$ cat src/rtl/radio_pwr_pkg.sv
package radio_pwr_pkg;
    localparam int STB_W    = 3;
    localparam int STB_RST  = 0;
    localparam int STB_XOFF = 1;
    localparam int STB_PWD  = 2;
    localparam int ST_W     = 2;

    typedef enum logic [ST_W-1:0] {
        PS_IDLE  = 2'd0,
        PS_XOFF  = 2'd1,
        PS_SLEEP = 2'd2
    } pstate_e;

    typedef enum logic [1:0] {
        CMD_NONE,
        CMD_RESET,
        CMD_XOFF,
        CMD_PWD
    } cmd_e;

    typedef struct packed {
        pstate_e state;
        pstate_e pend;   // PS_IDLE means nothing pending
        logic    err;
    } ctl_s;
endpackage

$ cat src/rtl/radio_strobe_dec.sv
module radio_strobe_dec
    import radio_pwr_pkg::*;
(
    input  logic [STB_W-1:0] strobe_i,
    output cmd_e             cmd_o
);
    always_comb begin
        if (strobe_i[STB_RST])       cmd_o = CMD_RESET;
        else if (strobe_i[STB_XOFF]) cmd_o = CMD_XOFF;
        else if (strobe_i[STB_PWD])  cmd_o = CMD_PWD;
        else                         cmd_o = CMD_NONE;
    end
endmodule

$ cat src/rtl/radio_ready.sv
module radio_ready (
    input  logic clk,
    input  logic por_n,
    input  logic osc_en_i,
    input  logic xosc_stable_i,
    input  logic cs_n_i,
    output logic so_level_o,
    output logic so_oe_o
);
    logic stable_d, stable_q;

    always_comb begin
        stable_d = osc_en_i & xosc_stable_i;
    end

    always_ff @(posedge clk or negedge por_n) begin
        if (!por_n) stable_q <= 1'b0;
        else        stable_q <= stable_d;
    end

    assign so_level_o = ~stable_q;
    assign so_oe_o    = ~cs_n_i;

    // with the oscillator off, the next cycle shows not ready
    a_r10_gated_stable: assert property (@(posedge clk) disable iff (!por_n)
        !osc_en_i |=> so_level_o);

    // stable seen with oscillator on gives ready one cycle later
    a_r2_ready_follows: assert property (@(posedge clk) disable iff (!por_n)
        (osc_en_i && xosc_stable_i) |=> !so_level_o);
endmodule

$ cat src/rtl/radio_pwr_ctrl.sv
module radio_pwr_ctrl
    import radio_pwr_pkg::*;
(
    input  logic             clk,
    input  logic             por_n,
    input  logic             cs_n_i,
    input  logic [STB_W-1:0] strobe_i,
    input  logic             xosc_stable_i,
    input  logic             force_osc_on_i,
    output logic [ST_W-1:0]  state_o,
    output logic             osc_en_o,
    output logic             reg_en_o,
    output logic             so_level_o,
    output logic             so_oe_o,
    output logic             strobe_err_o
);
    localparam ctl_s CTL_RST = '{state: PS_IDLE, pend: PS_IDLE, err: 1'b0};

    cmd_e cmd;
    ctl_s ctl_d, ctl_q;
    logic pwr_cmd;

    radio_strobe_dec u_dec (
        .strobe_i (strobe_i),
        .cmd_o    (cmd)
    );

    assign pwr_cmd = (cmd == CMD_XOFF) || (cmd == CMD_PWD);

    always_comb begin
        ctl_d = ctl_q;
        if (cmd == CMD_RESET) begin
            ctl_d = CTL_RST;
        end else if (ctl_q.state != PS_IDLE) begin
            if (pwr_cmd) ctl_d.err = 1'b1;
            if (!cs_n_i) ctl_d.state = PS_IDLE;
        end else if (ctl_q.pend != PS_IDLE) begin
            if (pwr_cmd) ctl_d.err = 1'b1;
            if (cs_n_i) begin
                ctl_d.state = ctl_q.pend;
                ctl_d.pend  = PS_IDLE;
            end
        end else begin
            if (cmd == CMD_XOFF)     ctl_d.pend = PS_XOFF;
            else if (cmd == CMD_PWD) ctl_d.pend = PS_SLEEP;
        end
    end

    always_ff @(posedge clk or negedge por_n) begin
        if (!por_n) ctl_q <= CTL_RST;
        else        ctl_q <= ctl_d;
    end

    assign state_o      = ctl_q.state;
    assign osc_en_o     = force_osc_on_i | (ctl_q.state == PS_IDLE);
    assign reg_en_o     = (ctl_q.state != PS_SLEEP);
    assign strobe_err_o = ctl_q.err;

    radio_ready u_ready (
        .clk           (clk),
        .por_n         (por_n),
        .osc_en_i      (osc_en_o),
        .xosc_stable_i (xosc_stable_i),
        .cs_n_i        (cs_n_i),
        .so_level_o    (so_level_o),
        .so_oe_o       (so_oe_o)
    );

    // leaving idle for a low-power state requires chip select released
    a_r3_leave_on_release: assert property (@(posedge clk) disable iff (!por_n)
        ($past(state_o) == PS_IDLE && state_o != PS_IDLE) |-> $past(cs_n_i));

    // chip select low in a low-power state wakes to idle
    a_r4_wake: assert property (@(posedge clk) disable iff (!por_n)
        (state_o != PS_IDLE && !cs_n_i) |=> state_o == PS_IDLE);

    // reset strobe returns to idle with the flag cleared
    a_r5_soft_reset: assert property (@(posedge clk) disable iff (!por_n)
        strobe_i[STB_RST] |=> (state_o == PS_IDLE && !strobe_err_o));

    // the regulator drops only on entry to sleep after release
    a_r7_reg_drop: assert property (@(posedge clk) disable iff (!por_n)
        $fell(reg_en_o) |-> ($past(cs_n_i) && state_o == PS_SLEEP));

    // a power strobe outside idle raises the sticky flag
    a_r9_flag: assert property (@(posedge clk) disable iff (!por_n)
        (state_o != PS_IDLE && !strobe_i[STB_RST] && (strobe_i[STB_XOFF] || strobe_i[STB_PWD]))
        |=> strobe_err_o);

    // forced oscillator stays on regardless of state
    a_r6_forced: assert property (@(posedge clk) disable iff (!por_n)
        force_osc_on_i |-> osc_en_o);
endmodule

$ cat config.mk
export PLATFORM = sky130hd
export DESIGN_NAME = radio_pwr_ctrl
export DESIGN_NICKNAME = d
export VERILOG_FILES = /design/src/rtl/radio_pwr_pkg.sv /design/src/rtl/radio_strobe_dec.sv /design/src/rtl/radio_ready.sv /design/src/rtl/radio_pwr_ctrl.sv
export SDC_FILE = /design/constraint.sdc
export NUM_CORES = 1
export LEC_CHECK = 0
export BUFFER_PORTS_ARGS = -buffer_cell sky130_fd_sc_hd__buf_2
export CAP_MARGIN = 20
export CORE_AREA = 2 2 39 41
export DETAILED_ROUTE_END_ITERATION = 16
export DIE_AREA = 0 0 41 43
export GPL_TIMING_DRIVEN = 0
export SLEW_MARGIN = 20
export SYNTH_ARGS = -nofsm -noshare
export SYNTH_HDL_FRONTEND = slang
export SYNTH_HIERARCHICAL = 1
export SYNTH_SLANG_ARGS = --single-unit
$ cat constraint.sdc
create_clock -name clk -period 1.75 [get_ports clk]
set_input_delay 0.175 -clock clk [delete_from_list [all_inputs] [get_ports clk]]
set_output_delay 0.175 -clock clk [all_outputs]
set_load 0.02 [all_outputs]
==> metrics.cfg, run 1 <==
[synth]
mappedNetlistNets=60
synth_warnings=6
synth_area_leaders=dfrtp_1 (37%), ha_1 (12%), a21oi_1 (8.6%)
synth_top_area_frac=0.3681
ys.flop_type=dfrtp_1
synth.avg_cell_area_um2=8.498
syn_area_um2=407.9
yosysTopAreaCell=dfrtp_1
ys_seq_elements=6
synth.distinct_cells=18
synth_edf_count=0
synthArstFlopShare=1.000
seq_area_frac_synth=0.3681
synthCells=48

[power]
p_sw_mw=0.1989
power_frac_clock=0.230
sw_frac_of_total=0.3717
power_frac_comb=0.394
ir_drop_uv=276.2
power_density_mw_per_mm2=1009
p_int_mw=0.3363
leakage_nw=0.2830
seq_power_share=0.376

[timing]
final.setup.worst_slack_ns=0.2911
max_slew_margin=0.8457
fin_worst_skew_ns=0.004878
fmax_mhz=685.5
rsz0062_at_grt=false
min_period_ns=1.459
hold_ws_ns=0.1707
fin_tns_setup_ns=0
tightestPinTransition_ns=0.2289
finalSetupViolations=0
drv_slew=0
finalHoldViolCount=0
fin_crit_sh=0.8337

[die]
ios=15
core_mm2=0.001384
floorplan.rows=14
dieArea_mm2=0.001763
die_x_um=41
die_h_um=43
start_util=0.2948

[setup_path]
cp-end-kind=output port
path_max_fanout=7
startpoint=state_o[1]
cp.required_ns=1.57
regToRegStartpoint=state_o[1]
cp_slowest_cell=dfrtp_1
start_kind=flip-flop
critical_path_class=reg2out
cp_slowest_stage_delay_ns=0.46
crit_buf_inv=1
crit_chain=nor2_1 -> or2_2 -> buf_2
critPathArrivalTime_ns=1.28
critPathTopFamily=flip-flops

[finish]
multi_input_area_um2=216.5
postLayoutCellArea_um2=530.5
utilization=0.3834
ff_latch_area_um2=150.1
finalNetCount=80
n_fill_cell=160
syn_to_final_growth_pct=30.06
drive_above_1_share=0.3333
antenna_cells=0

[global_routing]
grt_start_max_net_pins=8
overflow=0
grt_pass1_vias=361
grt_first_pass_wirelength_um=1483
antenna_found_initial=0
grt.total_usage=0.1249

[clock_network]
cts-resized-gates=0
ctsHtreeMaxLevel=1
cts_tree=done
clock_latency_ns=0.24
cts-root-buf=clkbuf_4
cts_setup_buffers=0
cts.sinks=6
clk_pin_slew_ns=0.05
cts_made_buffers=3
cts_hold_buf=1
cts_buffer_depth=2

[drt]
vias=403
routed_wl_um=883
dr.first_iter.drc_count=26
ant_nets=0
viasPerCell=4.915
wl_per_cell_um=10.77
drt_first_pass_iters=4
route.detailed.drc=0

[place]
placed_area_um2=498.0
place_congestion=0.7408
hpwl_um=698.2
numPortBuffers=14
dp_slack_ns=0.2991

[worst_hold_path]
hold_start=xosc_stable_i
hold_class=in2reg

[status]
status=finished clean

[flow_run]
drv_cap=0

cell usage in the layout, fill, tap and decap left out:
master         count
inv_1              7
nor3_1             3
o41ai_2            1
a2bb2oi_1          1
buf_2             14
nor2_1             4
or2_2              1
nand3b_1           1
buf_4              2
ha_1               4
a21o_1             1
a21oi_1            7
nor2_2             1
dfrtp_1            6
nand2b_1           2
or3b_1             1
clkbuf_4           3
nand2_1            4
dlygate4sd3_1      1
and2_1             1
nand4_1            1
stage by stage:
stage / power (mW) / instances
after global routing: 0.5809 / 82
after detailed placement: 0.4121 / 78
final: 0.5353 / 82
after floorplan: 0.3464 / 48
after CTS: 0.5420 / 82
after global placement: 0.4078 / 78
cells by family after synthesis:
family	after synthesis	share of synthesized area
simple gates	19	0.2423
compound gates	10	0.1657
buf+inv	9	0.1012
flops	6	0.3681
fa+ha+maj	4	0.1227
synthesized netlist by cell type, drive strengths merged, types with 2 or more instances:
cell and n:
a21oi 7, buf 2, dfrtp 6, ha 4, inv 7, nand2 4
nand2b 2, nor2 5, nor3 3
flip-flops by register name, summed over array words and instances (netlist names):
register	flops
ctl_q	2
state_o	2
u_ready/stable_q	1
strobe_err_o	1
power by group through the flow:
stage | Combinational [mW] | Sequential (mW) | Clock, mW
after floorplan | 0.141 | 0.205 | 0
after global placement | 0.207 | 0.201 | 0
after detailed placement | 0.210 | 0.202 | 0
after CTS | 0.213 | 0.200 | 0.129
after global routing | 0.237 | 0.207 | 0.136
final | 0.211 | 0.201 | 0.123
cell type report:
type | count | area share
repair buffers | 15 | 0.1509
flip-flops and latches | 6 | 0.2830
multi-input cells | 33 | 0.4080
well taps | 16 | 0.03774
clock buffers | 3 | 0.04245
inverters | 7 | 0.04953
plain buffers | 2 | 0.02830
worst paths after layout:
kind | end | slack, ns | cells past startpoint
worst max-delay path | osc_en_o | 0.29 | 3
min in group asynchronous | state_o[1] | 0.28 | 2
worst min register to register | strobe_err_o | 0.55 | 1
worst max register to register | u_ready/stable_q | 0.58 | 3
max in group asynchronous | ctl_q[2] | 1.32 | 2
worst min-delay path | u_ready/stable_q | 0.17 | 2
per-layer routing:
metal,up-vias,track usage,part of all wire
li1,192,-,-
met1,194,0.1526,0.41
met2,17,0.1844,0.52
met3,0,0.04712,0.067
met4,0,0.06000,0
met5,-,0,0
(Power assumes the default switching activity.)
==> inputs of run 2 (changes only) <==
--- a/config.mk
+++ b/config.mk
@@ -5,6 +5,7 @@
 export SDC_FILE = /design/constraint.sdc
 export NUM_CORES = 1
 export LEC_CHECK = 0
+export ABC_AREA = 1
 export BUFFER_PORTS_ARGS = -buffer_cell sky130_fd_sc_hd__buf_2
 export CAP_MARGIN = 20
 export CORE_AREA = 2 2 39 41
==> constraint.sdc (replaced) <==
create_clock -name clk -period 1.5 [get_ports clk]
set_input_delay 0.15 -clock clk [delete_from_list [all_inputs] [get_ports clk]]
set_output_delay 0.15 -clock clk [all_outputs]
set_load 0.02 [all_outputs]
==> run 2 against run 1 <==
Via count grew 24%. Utilization is 7.1 points higher. Clock power increased by 20%. Die area stayed put. Critical path depth unchanged. First-iteration DRC count shrank 73%. Cell count increased by 37%.
==> metrics.cfg, run 2 <==
[drt]
dr_wl_met2_um=481  ; was 462 µm
vias=498  ; was 403
dr.first_iter.drc_count=7  ; was 26
met1Wirelength_um=406  ; was 360 µm
ant_nets=0  ; unchanged
wl_met3_um=53  ; was 59 µm
top_layer=met4  ; was met3
viasPerCell=4.446  ; was 4.915
route.detailed.drc=0  ; unchanged
wl_per_cell_um=8.625  ; was 10.77 µm
drt_first_pass_iters=4  ; unchanged
routed_wl_um=966  ; was 883 µm

[global_routing]
grt.total_usage=0.1408  ; was 0.1249
antenna_found_initial=0  ; unchanged
grt_pass1_vias=459  ; was 361
overflow=0  ; unchanged
grt_start_max_net_pins=7  ; was 8
grt_first_pass_wirelength_um=1683  ; was 1483 µm

[setup_path]
cp-end-kind=output port  ; unchanged
crit_buf_inv=1  ; unchanged
cp.required_ns=1.35  ; was 1.57 ns
path_depth=3  ; unchanged
critPathArrivalTime_ns=1.19  ; was 1.28 ns
critPathTopFamily=flip-flops  ; unchanged
cp_slowest_cell=dfrtp_1  ; unchanged
crit_chain=nor2_4 -> or2_1 -> buf_2  ; was nor2_1 -> or2_2 -> buf_2
critical_path_class=reg2out  ; unchanged
cp_slowest_stage_delay_ns=0.43  ; was 0.46 ns
start_kind=flip-flop  ; unchanged
path_max_fanout=6  ; was 7
reg2reg_depth=6  ; was 3

[finish]
final_common_cell=nand2_1  ; was buf_2
n_fill_cell=144  ; was 160
syn_to_final_growth_pct=24.26  ; was 30.06%
ff_latch_area_um2=150.1  ; unchanged
finalNetCount=110  ; was 80
multi_input_area_um2=280.3  ; was 216.5 µm²
postLayoutCellArea_um2=628.1  ; was 530.5 µm²
antenna_cells=0  ; unchanged
drive_above_1_share=0.3021  ; was 0.3333
layout_common_cells=nand2_1 (25), buf_2 (14), inv_1 (13), nor2_1 (9)  ; was buf_2 (14), inv_1 (7), a21oi_1 (7), dfrtp_1 (6)

[power]
p_sw_mw=0.4447  ; was 0.1989 mW
p_int_mw=0.4975  ; was 0.3363 mW
power.total_mw=0.9422  ; was 0.5353 mW
leakage_nw=0.3935  ; was 0.2830 nW
sw_frac_of_total=0.4720  ; was 0.3717
ir_drop_uv=548.3  ; was 276.2 µV
power_frac_comb=0.552  ; was 0.394
power_frac_clock=0.157  ; was 0.230
seq_power_share=0.292  ; was 0.376
power_density_mw_per_mm2=1500  ; was 1009 mW/mm²

[timing]
tightestPinTransition_ns=0.2092  ; was 0.2289 ns
min_period_ns=1.340
fmax_mhz=746.4
fin_tns_setup_ns=0  ; unchanged
rsz0062_at_grt=false  ; unchanged
fin_crit_sh=0.8931
finalSetupViolations=0  ; unchanged
finalHoldViolCount=0  ; unchanged
max_slew_margin=0.8606  ; was 0.8457
drv_slew=0  ; unchanged
fin_worst_skew_ns=0.002927  ; was 0.004878 ns

[synth]
syn_area_um2=505.5  ; was 407.9 µm²
synthCells=78  ; was 48
synth_edf_count=0  ; unchanged
ys_seq_elements=6  ; unchanged
synth_warnings=6  ; unchanged
synthTopCellsByCount=nand2_1 (25), inv_1 (13), nor2_1 (9), dfrtp_1 (6), nand3_1 (6)  ; was a21oi_1 (7), inv_1 (7), dfrtp_1 (6)
synth_top_area_frac=0.2970  ; was 0.3681
synth.most_common_cell=nand2_1
ys.flop_type=dfrtp_1  ; unchanged
synth.avg_cell_area_um2=6.481  ; was 8.498 µm²
synthArstFlopShare=1.000  ; unchanged
yosysTopAreaCell=dfrtp_1  ; unchanged
synth_area_leaders=dfrtp_1 (30%), nand2_1 (19%), ha_1 (9.9%)  ; was dfrtp_1 (37%), ha_1 (12%), a21oi_1 (8.6%)
seq_area_frac_synth=0.2970  ; was 0.3681
mappedNetlistNets=90  ; was 60
synth.distinct_cells=15  ; was 18

[clock_network]
cts_hold_buf=1  ; unchanged
cts_setup_buffers=0  ; unchanged
cts.sinks=6  ; unchanged
cts-resized-gates=0  ; unchanged
cts-root-buf=clkbuf_4  ; unchanged
clock_latency_ns=0.25  ; was 0.24 ns
cts_tree=done  ; unchanged
cts_buffer_depth=2  ; unchanged
ctsHtreeMaxLevel=1  ; unchanged
clk_pin_slew_ns=0.04  ; was 0.05 ns
cts_made_buffers=3  ; unchanged

[die]
die_h_um=43  ; unchanged
ios=15  ; unchanged
dieArea_mm2=0.001763  ; unchanged
die_x_um=41  ; unchanged
floorplan.rows=14  ; unchanged
core_mm2=0.001384  ; unchanged
start_util=0.3653  ; was 0.2948

[worst_hold_path]
hold_class=in2reg  ; unchanged
hold_depth=3  ; was 2

[place]
place_congestion=0.8170  ; was 0.7408
hpwl_um=809.6  ; was 698.2 µm
numPortBuffers=14  ; unchanged
placed_area_um2=595.6  ; was 498.0 µm²

[status]
status=finished clean  ; unchanged

[flow_run]
drv_cap=0  ; unchanged

-- run 2: cell types whose count changed in the layout (fill, tap and decap cells not counted), moves of 5 or more --
cell | previous run | this run
nor2_1 | 4 | 9
inv_1 | 7 | 13
nand2_1 | 4 | 25
a21oi_1 | 7 | 0
nand3_1 | 0 | 6
-- run 2: cell families (layout without fill, tap and decap cells) --
| family | count (synthesis) | count (layout) | synth area share |
|---|---|---|---|
| compound gates | 1 | 1 | 0.01486 |
| fa+ha+maj | 4 | 4 | 0.09901 |
| buf+inv | 18 | 36 | 0.1485 |
| flops | 6 | 6 | 0.2970 |
| simple gates | 49 | 49 | 0.4406 |
-- run 2: worst register-to-register path, stage by stage, from the launching register on --
cell and delay, ns:
dfrtp_1 0.41, inv_2 0.07, nand2_1 0.08, nand2_1 0.12, nand3_1 0.13, nand2_1 0.08
nand2_1 0.05
-- run 2: path summary, 6_finish.rpt --
kind | from | to | slack (ns)
hold reg to reg | ctl_q[2] | ctl_q[2] | 0.56
setup reg to reg | ctl_q[1] | ctl_q[1] | 0.43
hold / removal | xosc_stable_i | u_ready/stable_q | 0.1
min in group asynchronous | por_n | u_ready/stable_q | 0.25
max in group asynchronous | por_n | ctl_q[1] | 1.11
setup / recovery | state_o[0] | osc_en_o | 0.16
-- run 2: metal layers --
metal	vias to the layer above	GRT usage
met5	-	0
met4	0	0.06000
met3	4	0.06283
met2	16	0.2156
met1	212	0.1618
li1	266	-
-- run 2: area by class of cell --
class | count | share of cell area
Inverter | 16 | 0.09562
Sequential cell | 6 | 0.2390
Tap cell | 16 | 0.03187
Multi-Input combinational cell | 54 | 0.4462
Timing Repair Buffer | 15 | 0.1275
Clock buffer | 3 | 0.03586
Buffer | 2 | 0.02390
-- run 2: per-stage QoR --
stage / worst slack, ns / utilization / hold slack, ns / std cells
after floorplan: 0.4146 / - / -0.1456 / 78
after global placement: 0.2232 / 0.4304 / -0.02429 / 108
after detailed placement: 0.2050 / 0.4304 / -0.02404 / 108
after CTS: 0.1368 / 0.4539 / 0.09259 / 112
after global routing: 0.07439 / 0.4539 / 0.1043 / 112
final: 0.1603 / 0.4539 / 0.09575 / 112
-- run 2: power groups by stage --
stage                     logic, mW  registers, mW  clock network, mW
after floorplan               0.386          0.281                  0
after global placement        0.517          0.277                  0
after detailed placement      0.520          0.279                  0
after CTS                     0.524          0.276              0.155
after global routing          0.603          0.282              0.162
final                         0.520          0.275              0.148
